File: src/rtl/adc_rx_pkg.sv
package adc_rx_pkg;

  typedef enum logic [2:0] {
    ST_IDLE = 3'd0,
    ST_PRE  = 3'd1,
    ST_CLK  = 3'd2,
    ST_POST = 3'd3,
    ST_GAP  = 3'd4
  } frm_state_e;

  function automatic int max3(input int a, input int b, input int c);
    int m;
    m = (a > b) ? a : b;
    return (m > c) ? m : c;
  endfunction

endpackage

File: src/rtl/adc_trig_arb.sv
module adc_trig_arb (
  input  logic clk,
  input  logic rst_n,
  input  logic run_continuous,
  input  logic sel_software,
  input  logic hw_trig,
  input  logic sw_trig,
  input  logic available,
  input  logic hold_manual,
  input  logic ready,
  output logic start
);

  logic pend_q;
  logic pend_d;
  logic trig_evt;
  logic req;

  always_comb begin
    trig_evt = available & ~run_continuous & (sel_software ? sw_trig : hw_trig);
    req      = available & (run_continuous | trig_evt | pend_q);
    start    = req & ready & ~hold_manual;
  end

  always_comb begin
    pend_d = pend_q;
    if (!available)    pend_d = 1'b0;
    else if (start)    pend_d = 1'b0;
    else if (trig_evt) pend_d = 1'b1;
  end

  always_ff @(posedge clk or negedge rst_n) begin
    if (!rst_n) pend_q <= 1'b0;
    else        pend_q <= pend_d;
  end

  AST_TRIG_QUEUED: assert property (@(posedge clk) disable iff (!rst_n)
    (trig_evt && !start) |=> pend_q);

  AST_HELD_DROPPED: assert property (@(posedge clk) disable iff (!rst_n)
    !available |=> !pend_q);

endmodule

File: src/rtl/adc_chan_shift.sv
module adc_chan_shift #(
  parameter int DATA_W = 16
) (
  input  logic              clk,
  input  logic              rst_n,
  input  logic              capture,
  input  logic              load,
  input  logic              miso,
  output logic [DATA_W-1:0] word
);

  logic [DATA_W-1:0] sh_q;
  logic [DATA_W-1:0] sh_d;
  logic [DATA_W-1:0] sh_next;
  logic [DATA_W-1:0] word_q;

  generate
    if (DATA_W == 1) begin : g_single
      always_comb sh_next = miso;
    end else begin : g_multi
      always_comb sh_next = {sh_q[DATA_W-2:0], miso};
    end
  endgenerate

  always_comb sh_d = capture ? sh_next : sh_q;

  always_ff @(posedge clk or negedge rst_n) begin
    if (!rst_n) sh_q <= '0;
    else        sh_q <= sh_d;
  end

  always_ff @(posedge clk or negedge rst_n) begin
    if (!rst_n)    word_q <= '0;
    else if (load) word_q <= sh_q;
  end

  assign word = word_q;

endmodule

File: src/rtl/adc_frame_fsm.sv
module adc_frame_fsm
  import adc_rx_pkg::*;
#(
  parameter int DATA_W = 16,
  parameter int DIV_W  = 16,
  parameter int DLY_W  = 8,
  parameter int CNT_W  = 16
) (
  input  logic             clk,
  input  logic             rst_n,
  input  logic             start,
  input  logic             cfg_cpol,
  input  logic             cfg_cpha,
  input  logic [DIV_W-1:0] cfg_clk_div,
  input  logic [DLY_W-1:0] cfg_pre_wait,
  input  logic [DLY_W-1:0] cfg_post_wait,
  input  logic [CNT_W-1:0] cfg_samples,
  input  logic [CNT_W-1:0] cfg_sample_time,
  output frm_state_e       state,
  output logic             ready,
  output logic             capture,
  output logic             frame_end,
  output logic             burst_end,
  output logic             frame_cs_n,
  output logic             frame_sclk,
  output logic [CNT_W-1:0] smp_idx
);

  localparam int CW        = max3(DIV_W, DLY_W, CNT_W);
  localparam int HALF_N    = 2 * DATA_W;
  localparam int HW        = (HALF_N > 2) ? $clog2(HALF_N) : 1;
  localparam logic [HW-1:0] HALF_LAST = HW'(HALF_N - 1);

  frm_state_e       state_q, state_d;
  logic [CW-1:0]    cnt_q, cnt_d;
  logic [HW-1:0]    half_q, half_d;
  logic [CNT_W-1:0] smp_q, smp_d;

  logic          pre_hit, div_hit, post_hit, gap_end, last_smp;
  logic [CW:0]   cnt_p1;
  logic [CNT_W:0] smp_p1;

  always_comb begin
    pre_hit  = (cnt_q == CW'(cfg_pre_wait));
    div_hit  = (cnt_q == CW'(cfg_clk_div));
    post_hit = (cnt_q == CW'(cfg_post_wait));
    cnt_p1   = {1'b0, cnt_q} + (CW+1)'(1);
    gap_end  = (cnt_p1 >= (CW+1)'(cfg_sample_time));
    smp_p1   = {1'b0, smp_q} + (CNT_W+1)'(1);
    last_smp = (smp_p1 >= {1'b0, cfg_samples});
  end

  always_comb begin
    state_d = state_q;
    cnt_d   = cnt_q;
    half_d  = half_q;
    smp_d   = smp_q;
    case (state_q)
      ST_IDLE: begin
        if (start) begin
          state_d = ST_PRE;
          cnt_d   = '0;
          smp_d   = '0;
        end
      end
      ST_PRE: begin
        if (pre_hit) begin
          state_d = ST_CLK;
          cnt_d   = '0;
          half_d  = '0;
        end else begin
          cnt_d = cnt_q + CW'(1);
        end
      end
      ST_CLK: begin
        if (div_hit) begin
          cnt_d = '0;
          if (half_q == HALF_LAST) state_d = ST_POST;
          else                     half_d  = half_q + HW'(1);
        end else begin
          cnt_d = cnt_q + CW'(1);
        end
      end
      ST_POST: begin
        if (post_hit) begin
          state_d = ST_GAP;
          cnt_d   = '0;
        end else begin
          cnt_d = cnt_q + CW'(1);
        end
      end
      ST_GAP: begin
        if (gap_end) begin
          cnt_d = '0;
          if (!last_smp) begin
            state_d = ST_PRE;
            smp_d   = smp_q + CNT_W'(1);
          end else if (start) begin
            state_d = ST_PRE;
            smp_d   = '0;
          end else begin
            state_d = ST_IDLE;
            smp_d   = '0;
          end
        end else begin
          cnt_d = cnt_q + CW'(1);
        end
      end
      default: state_d = ST_IDLE;
    endcase
  end

  always_ff @(posedge clk or negedge rst_n) begin
    if (!rst_n) begin
      state_q <= ST_IDLE;
      cnt_q   <= '0;
      half_q  <= '0;
      smp_q   <= '0;
    end else begin
      state_q <= state_d;
      cnt_q   <= cnt_d;
      half_q  <= half_d;
      smp_q   <= smp_d;
    end
  end

  always_comb begin
    burst_end  = (state_q == ST_GAP) && gap_end && last_smp;
    ready      = (state_q == ST_IDLE) || burst_end;
    frame_end  = (state_q == ST_POST) && post_hit;
    capture    = ((state_q == ST_PRE) && pre_hit && !cfg_cpha) ||
                 ((state_q == ST_CLK) && div_hit && (half_q != HALF_LAST) &&
                  (half_q[0] != cfg_cpha));
    frame_cs_n = !((state_q == ST_PRE) || (state_q == ST_CLK) || (state_q == ST_POST));
    frame_sclk = (state_q == ST_CLK) ? (cfg_cpol ^ ~half_q[0]) : cfg_cpol;
  end

  assign state   = state_q;
  assign smp_idx = smp_q;

  AST_IDX_BOUND: assert property (@(posedge clk) disable iff (!rst_n)
    (state_q != ST_IDLE) |-> ((smp_q == '0) || ({1'b0, smp_q} < {1'b0, cfg_samples})));

  AST_HALF_ORDER: assert property (@(posedge clk) disable iff (!rst_n)
    ($past(state_q) == ST_PRE && state_q == ST_CLK) |-> (half_q == '0));

endmodule

File: src/rtl/adc_burst_capture.sv
module adc_burst_capture
  import adc_rx_pkg::*;
#(
  parameter int DATA_W = 16,
  parameter int NUM_CH = 4,
  parameter int DIV_W  = 16,
  parameter int DLY_W  = 8,
  parameter int CNT_W  = 16
) (
  input  logic                     clk,
  input  logic                     rst_n,
  input  logic                     cfg_continuous,
  input  logic                     cfg_sw_select,
  input  logic                     cfg_cpol,
  input  logic                     cfg_cpha,
  input  logic [DIV_W-1:0]         cfg_clk_div,
  input  logic [DLY_W-1:0]         cfg_pre_wait,
  input  logic [DLY_W-1:0]         cfg_post_wait,
  input  logic [CNT_W-1:0]         cfg_samples,
  input  logic [CNT_W-1:0]         cfg_sample_time,
  input  logic                     hw_trig,
  input  logic                     sw_trig,
  input  logic                     available,
  input  logic                     man_req,
  input  logic                     man_cs_n,
  input  logic                     man_sclk,
  input  logic [NUM_CH-1:0]        spi_miso,
  output logic                     spi_cs_n,
  output logic                     spi_sclk,
  output logic [NUM_CH*DATA_W-1:0] raw_data,
  output logic                     raw_valid,
  output logic [CNT_W-1:0]         sample_idx,
  output logic                     busy,
  output logic                     burst_done,
  output logic                     man_active
);

  logic       rst_meta_q, rst_sync_q;
  logic       start, ready, capture, frame_end, burst_end;
  logic       frame_cs_n, frame_sclk;
  logic       raw_valid_q, done_q;
  frm_state_e state;

  always_ff @(posedge clk or negedge rst_n) begin
    if (!rst_n) begin
      rst_meta_q <= 1'b0;
      rst_sync_q <= 1'b0;
    end else begin
      rst_meta_q <= 1'b1;
      rst_sync_q <= rst_meta_q;
    end
  end

  adc_trig_arb u_arb (
    .clk            (clk),
    .rst_n          (rst_sync_q),
    .run_continuous (cfg_continuous),
    .sel_software   (cfg_sw_select),
    .hw_trig        (hw_trig),
    .sw_trig        (sw_trig),
    .available      (available),
    .hold_manual    (man_req),
    .ready          (ready),
    .start          (start)
  );

  adc_frame_fsm #(
    .DATA_W (DATA_W),
    .DIV_W  (DIV_W),
    .DLY_W  (DLY_W),
    .CNT_W  (CNT_W)
  ) u_fsm (
    .clk             (clk),
    .rst_n           (rst_sync_q),
    .start           (start),
    .cfg_cpol        (cfg_cpol),
    .cfg_cpha        (cfg_cpha),
    .cfg_clk_div     (cfg_clk_div),
    .cfg_pre_wait    (cfg_pre_wait),
    .cfg_post_wait   (cfg_post_wait),
    .cfg_samples     (cfg_samples),
    .cfg_sample_time (cfg_sample_time),
    .state           (state),
    .ready           (ready),
    .capture         (capture),
    .frame_end       (frame_end),
    .burst_end       (burst_end),
    .frame_cs_n      (frame_cs_n),
    .frame_sclk      (frame_sclk),
    .smp_idx         (sample_idx)
  );

  generate
    for (genvar c = 0; c < NUM_CH; c++) begin : g_ch
      adc_chan_shift #(.DATA_W(DATA_W)) u_shift (
        .clk     (clk),
        .rst_n   (rst_sync_q),
        .capture (capture),
        .load    (frame_end),
        .miso    (spi_miso[c]),
        .word    (raw_data[c*DATA_W +: DATA_W])
      );
    end
  endgenerate

  always_ff @(posedge clk or negedge rst_n) begin
    if (!rst_n) begin
      raw_valid_q <= 1'b0;
      done_q      <= 1'b0;
    end else if (!rst_sync_q) begin
      raw_valid_q <= 1'b0;
      done_q      <= 1'b0;
    end else begin
      raw_valid_q <= frame_end;
      done_q      <= burst_end;
    end
  end

  always_comb begin
    busy       = (state != ST_IDLE);
    man_active = man_req && (state == ST_IDLE);
    spi_cs_n   = man_active ? man_cs_n : frame_cs_n;
    spi_sclk   = man_active ? man_sclk : frame_sclk;
    raw_valid  = raw_valid_q;
    burst_done = done_q;
  end

  AST_SCLK_IDLE_LEVEL: assert property (@(posedge clk) disable iff (!rst_sync_q)
    (!man_active && spi_cs_n) |-> (spi_sclk == cfg_cpol));

  AST_VALID_PULSE: assert property (@(posedge clk) disable iff (!rst_sync_q)
    raw_valid |=> !raw_valid);

  AST_RAW_HOLD: assert property (@(posedge clk) disable iff (!rst_sync_q)
    !$stable(raw_data) |-> raw_valid);

  AST_START_AVAIL: assert property (@(posedge clk) disable iff (!rst_sync_q)
    ($past(state) == ST_IDLE && state == ST_PRE) |-> $past(available));

  AST_NO_START_MANUAL: assert property (@(posedge clk) disable iff (!rst_sync_q)
    (man_req && state == ST_IDLE) |=> (state == ST_IDLE));

endmodule

File: config.mk
export PLATFORM = sky130hd
export DESIGN_NAME = adc_burst_capture
export DESIGN_NICKNAME = d
export VERILOG_FILES = /design/src/rtl/adc_rx_pkg.sv /design/src/rtl/adc_trig_arb.sv /design/src/rtl/adc_chan_shift.sv /design/src/rtl/adc_frame_fsm.sv /design/src/rtl/adc_burst_capture.sv
export SDC_FILE = /design/constraint.sdc
export NUM_CORES = 1
export LEC_CHECK = 0
export ABC_AREA = 1
export BUFFER_PORTS_ARGS = -buffer_cell sky130_fd_sc_hd__clkbuf_2
export CORE_MARGIN = 4
export CORE_UTILIZATION = 54
export DETAILED_ROUTE_END_ITERATION = 8
export PLACE_DENSITY = 0.86
export SYNTH_ARGS = -nofsm -noshare
export SYNTH_HDL_FRONTEND = slang
export SYNTH_SLANG_ARGS = --single-unit
File: constraint.sdc
create_clock -name clk -period 15 [get_ports clk]
set_input_delay 3 -clock clk [delete_from_list [all_inputs] [get_ports clk]]
set_output_delay 3 -clock clk [all_outputs]
set_load 0.03 [all_outputs]
# Word-level counts from Yosys, hierarchy flattened
# Index checks and enable logic that the tools add are counted.
dict set report word_totals {
  out_inout_bits 86
  regBits 173
  inputBits 80
}
dict set report classes {
  n_lt_le_gt_ge 2
  eq_ne 18
  n_mux 31
  reduce_logical 24
  bitwise 11
  addsub 5
}
# cell count
set ops {}
lappend ops {{$mux 16} 7}
lappend ops {{$pmux 16 s5} 1}
lappend ops {{$add 16x1->17 const B} 2}
lappend ops {{$ge 17x16->1} 2}
lappend ops {{$add 16x1->16 const B} 2}
lappend ops {{$eq 16x8->1} 2}
lappend ops {{$pmux 16 s2} 1}
lappend ops {{$mux 3} 7}
lappend ops {{$eq 16x16->1} 1}
lappend ops {{$mux 5} 3}
lappend ops {{$pmux 3 s5} 1}
lappend ops {{$mux 1} 10}
lappend ops {{$ne 2x1->1 const B} 5}
lappend ops {{$pmux 5 s2} 1}
lappend ops {{$logic_and 1x1->1} 9}
lappend ops {{$eq 3x2->1 const B} 2}
lappend ops {{$reduce_and 6->1} 1}
lappend ops {{$add 5x1->5 const B} 1}
lappend ops {{$and 1x1->1} 5}
lappend ops {{$eq 5x5->1 const B} 1}
lappend ops {{$ne 5x5->1 const B} 1}
lappend ops {{$reduce_bool 5->1} 1}
lappend ops {{$logic_or 1x1->1} 4}
lappend ops {{$ne 2x2->1 const B} 2}
lappend ops {{14 further kinds} 19}

# Logic depth before layout (Yosys ltp)
dict set report logic_depth {
  ltp_word 12
  mapped_depth 27
  depth_no_buf 27
}

# By module
# A second synthesis with hierarchy kept.
dict set report unflattened {
  hier_cells 1184
  hier_area_um2 9351.5
}
# mod area_per_inst_um2 seq_area_each_um2 instances cells_each
set by_module_without_submodules {}
lappend by_module_without_submodules {adc_chan_shift 1246.2 800.8 4 136}
lappend by_module_without_submodules {adc_frame_fsm 4103.9 1001.0 1 605}
lappend by_module_without_submodules {adc_burst_capture 173.9 100.1 1 20}
lappend by_module_without_submodules {adc_trig_arb 88.8 25.0 1 15}

# Least setup slack after synthesis
# No wires, ideal clock.
dict set report synth_timing {
  kind {input to output}
  start {in man_req}
  end {out spi_sclk}
  cell_stages 3
  arrival_time_ps 4010
  path_slack_ps 7990
  path_cell_list {inv_1 -> nor2_1 -> o21ai_0}
}
dict set report synth_between {
  elab_chain_len 2
}
# item line
set synth_rtl {}
lappend synth_rtl {{from (decl)} adc_burst_capture.sv:24} ;# input logic man_req,
lappend synth_rtl {{$logic_and 1x1->1} adc_burst_capture.sv:121} ;# man_active = man_req && (state == ST_IDLE);
lappend synth_rtl {{named net man_active} adc_burst_capture.sv:35} ;# output logic man_active
lappend synth_rtl {{$mux 1} adc_burst_capture.sv:123} ;# spi_sclk = man_active ? man_sclk : frame_sclk;
lappend synth_rtl {{to (decl)} adc_burst_capture.sv:29} ;# output logic spi_sclk,
# The timed path passes the listed nets, and every way through them passes these cells.

# Worst setup path in the final report
dict set report layout_timing {
  start {in man_req}
  end {out spi_sclk}
}
dict set report layout_between {
  elab_chain_len 2
}
# item line
set layout_rtl {}
lappend layout_rtl {{$logic_and 1x1->1} adc_burst_capture.sv:121}
lappend layout_rtl {{$mux 1} adc_burst_capture.sv:123}
# No other way between the ends.

==> summary.txt <==
Run status
  – Status: completed

CTS
  – Hold_buf cts: 0
  – Max Buffers Root-to-Sink: 2
  – Clk Latency, worst-skew pair: 420 ps
  – CTS buffer count: 17
  – CTS Sinks: 173
  – CTS tree: done
  – Clock Pin Slew Worst Setup and Hold Paths: 70 ps
  – H-tree depth: 4
  – Post-CTS Setup Inserts: 0
  – CTS resizes: 0
  – Root Buffer: clkbuf_16

STA
  – Part of the cycle the worst path needs: 0.443
  – RSZ-0062 raised after global routing: false
  – Fin Clk Skew: 13.2 ps
  – Slew Limit Fails: 0
  – Period minus WS final: 6640 ps
  – Setup TNS: 0 ps
  – Final hold vios: 0
  – Worst Tran Pin Value: 1080 ps
  – Number of setup violations in the final report: 0
  – Worst hold slack: 215 ps
  – Max-slew headroom: 0.278
  – Final worst-path setup slack: 8360 ps
  – Max Clk Rate: 151 MHz

GRT
  – First-pass GRT wire length: 31.9 mm
  – Largest net degree at the start of global routing: 130
  – Number of global-route vias before repair: 6,893
  – Initial antenna violation count: 0
  – Total grt overflow: 0
  – All-Layer GR Usage: 0.212

Detailed routing
  – Initial DRC Count: 430
  – Wire per inst: 13.2 um
  – Routed via count: 7,105
  – Antenna Nets Post-Route: 0
  – Drt via density: 4.98
  – Post-route DRC: 0
  – WL final: 18.8 mm
  – Drt pass-1 iters: 6

Logic synthesis
  – Syn Nets: 1,166
  – #FFs+latches synth: 173
  – Post-synth EDFFs: 0
  – Register area share after synthesis: 0.494
  – Synth warnings: 0
  – Async set-reset flop share out of synthesis: 1.00
  – Synth Flop Type: dfrtp_1
  – Post-synthesis cell type count: 37
  – Mapped Cells: 1,050
  – Mean Syn Cell Area: 8.35 um^2
  – Netlist Area Pre-Place: 8770 um^2

Floorplan
  – Die ar.: 18,300 um^2
  – I/O pin total: 166
  – # rows: 46
  – Placeable Area: 15,900 um^2
  – Die width: 135 um
  – Starting Density: 0.552
  – Die Span Y: 135 um

Setup path
  – CP Class: in2out
  – R2r startpoint: u_fsm.cnt_q[2]
  – Arrival @ worst endpoint: 3640 ps
  – CP startpoint: man_req
  – Startpoint Class: primary input
  – Critical path peak fanout: 3
  – CP Capture Type: primary output
  – Flop2flop setup slack: 11,240 ps
  – Worst Path Required: 12,000 ps

Power
  – P_leak: 5.70 nW
  – Peak VDD IR: 0.000106 V
  – Pwr dens: 148 nW/um^2

Place
  – Global placement routability congestion: 0.902
  – Post-DP Area: 9690 um^2
  – Port Buffers: 165
  – Post-DP HPWL: 13.6 mm
  – Setup Slack @ Placement: 8350 ps

Layout
  – Final nets: 1,314
  – Post-Route Utilization: 0.648
  – Diodes inserted: 0
  – Area delta synth->final: 17.5%
  – Filler cells: 1,317
  – Post-layout instance area: 10,300 um^2
  – Layout cells sized above 1: 0.195

Job
  – # Max-Cap Violations: 0

Hold path
  – Min-Delay Path Class: reg2async
flip-flops by register name, summed over array words and instances, names as in the netlist:
register	flops
u_fsm.cnt_q	16
rst_meta_q	1
u_arb.pend_q	1
g_ch.u_shift.word	64
rst_sync_q	1
burst_done	1
raw_valid	1
g_ch.u_shift.sh_q	64
u_fsm.smp_idx	16
u_fsm.half_q	5
u_fsm.state	3
cell type report:
cell class | instances | area [um^2] | share of cell area
clock buffers | 18 | 439 | 0.0426
well taps | 216 | 270 | 0.0262
multi-input cells | 653 | 3530 | 0.343
clock inverters | 14 | 174 | 0.0169
inverters | 183 | 689 | 0.0669
flip-flops and latches | 173 | 4330 | 0.421
repair buffers | 170 | 863 | 0.0838
report_power, final:
| group | switching (mW) | total [mW] | internal (mW) |
|---|---|---|---|
| combinational | 0.321 | 0.458 | 0.138 |
| clock | 0.197 | 0.454 | 0.257 |
| sequential | 0.0649 | 0.616 | 0.551 |
cell usage after synthesis, types with 2 or more instances:
cell,number,area [um^2]
nand2_1,262,983
inv_1,179,672
dfrtp_1,173,4330
o21ai_0,144,721
nor2_1,47,176
ha_1,36,450
xor2_1,33,289
nand3_1,22,110
xnor2_1,22,193
a21oi_1,16,80.1
buf_2,16,80.1
clkbuf_1,12,45.0
buf_4,11,82.6
nand4_1,11,68.8
o21ai_2,11,96.3
nor3_1,9,45.0
o22ai_1,8,50.1
nand2_2,4,25.0
inv_2,3,11.3
nand2_4,3,33.8
nor2_4,3,33.8
nor3_2,3,30.0
nor4_1,3,18.8
o21ai_1,3,15.0
a22o_1,2,17.5
a31oi_1,2,12.5
or2_2,2,12.5
critical path, stage by stage:
cell and delay (ps):
clkbuf_2 80, inv_1 50, nor2_1 160, nand2_1 60, o21ai_0 70, clkbuf_2 230
per-layer routing:
| layer | part of all wire | track usage |
|---|---|---|
| met3 | 0.047 | 0.0427 |
| met1 | 0.44 | 0.279 |
| met2 | 0.50 | 0.364 |
| met4 | 0.015 | 0.0510 |
| met5 | 0 | 0 |
kinds of logic (layout without fill, tap and decap cells):
family | Yosys count | in the layout | share of synthesized area
and+or+nand+nor | 372 | 372 | 0.178
xor gates and xnor gates | 55 | 55 | 0.0550
buffers and inverters | 224 | 385 | 0.105
other | 1 | 1 | 0.000428
adders and majority gates | 36 | 36 | 0.0514
DFF | 173 | 173 | 0.494
AOI/OAI and AO/OA | 189 | 189 | 0.116
placed cells by master, fill, tap and decap left out, drive strengths merged, types with 2 or more instances in the layout:
cell	netlist	layout
nand3	23	23
buf	29	5
clkinvlp	0	2
nor4	3	3
xnor2	22	22
nor2	51	51
clkinv	0	2
or2	2	2
bufinv	0	2
nand2	269	269
o21ai	158	158
ha	36	36
clkbuf	12	183
xor2	33	33
a31oi	2	2
nor3	12	12
o22ai	8	8
a21oi	16	16
nand4	11	11
a22o	2	2
inv	183	191
dfrtp	173	173
worst paths after layout:
| check | endpoint | depth (start not counted) |
|---|---|---|
| worst max-delay path | spi_sclk | 6 |
| worst min-delay path | g_ch[2].u_shift.word[7] | 0 |
| worst max register to register | u_fsm.smp_idx[0] | 23 |
| worst min register to register | g_ch[2].u_shift.word[7] | 0 |
| max in group asynchronous | rst_sync_q | 1 |
| min in group clk | rst_sync_q | 0 |
metrics by stage:
| step | power (mW) | std cells |
|---|---|---|
| after CTS | 1.55 | 1427 |
| after global routing | 1.63 | 1427 |
| after global placement | 1.07 | 1395 |
| after floorplan | 0.948 | 1050 |
| after detailed placement | 1.08 | 1395 |
| final | 1.53 | 1427 |
No activity file was read; power rests on OpenSTA's default activity.
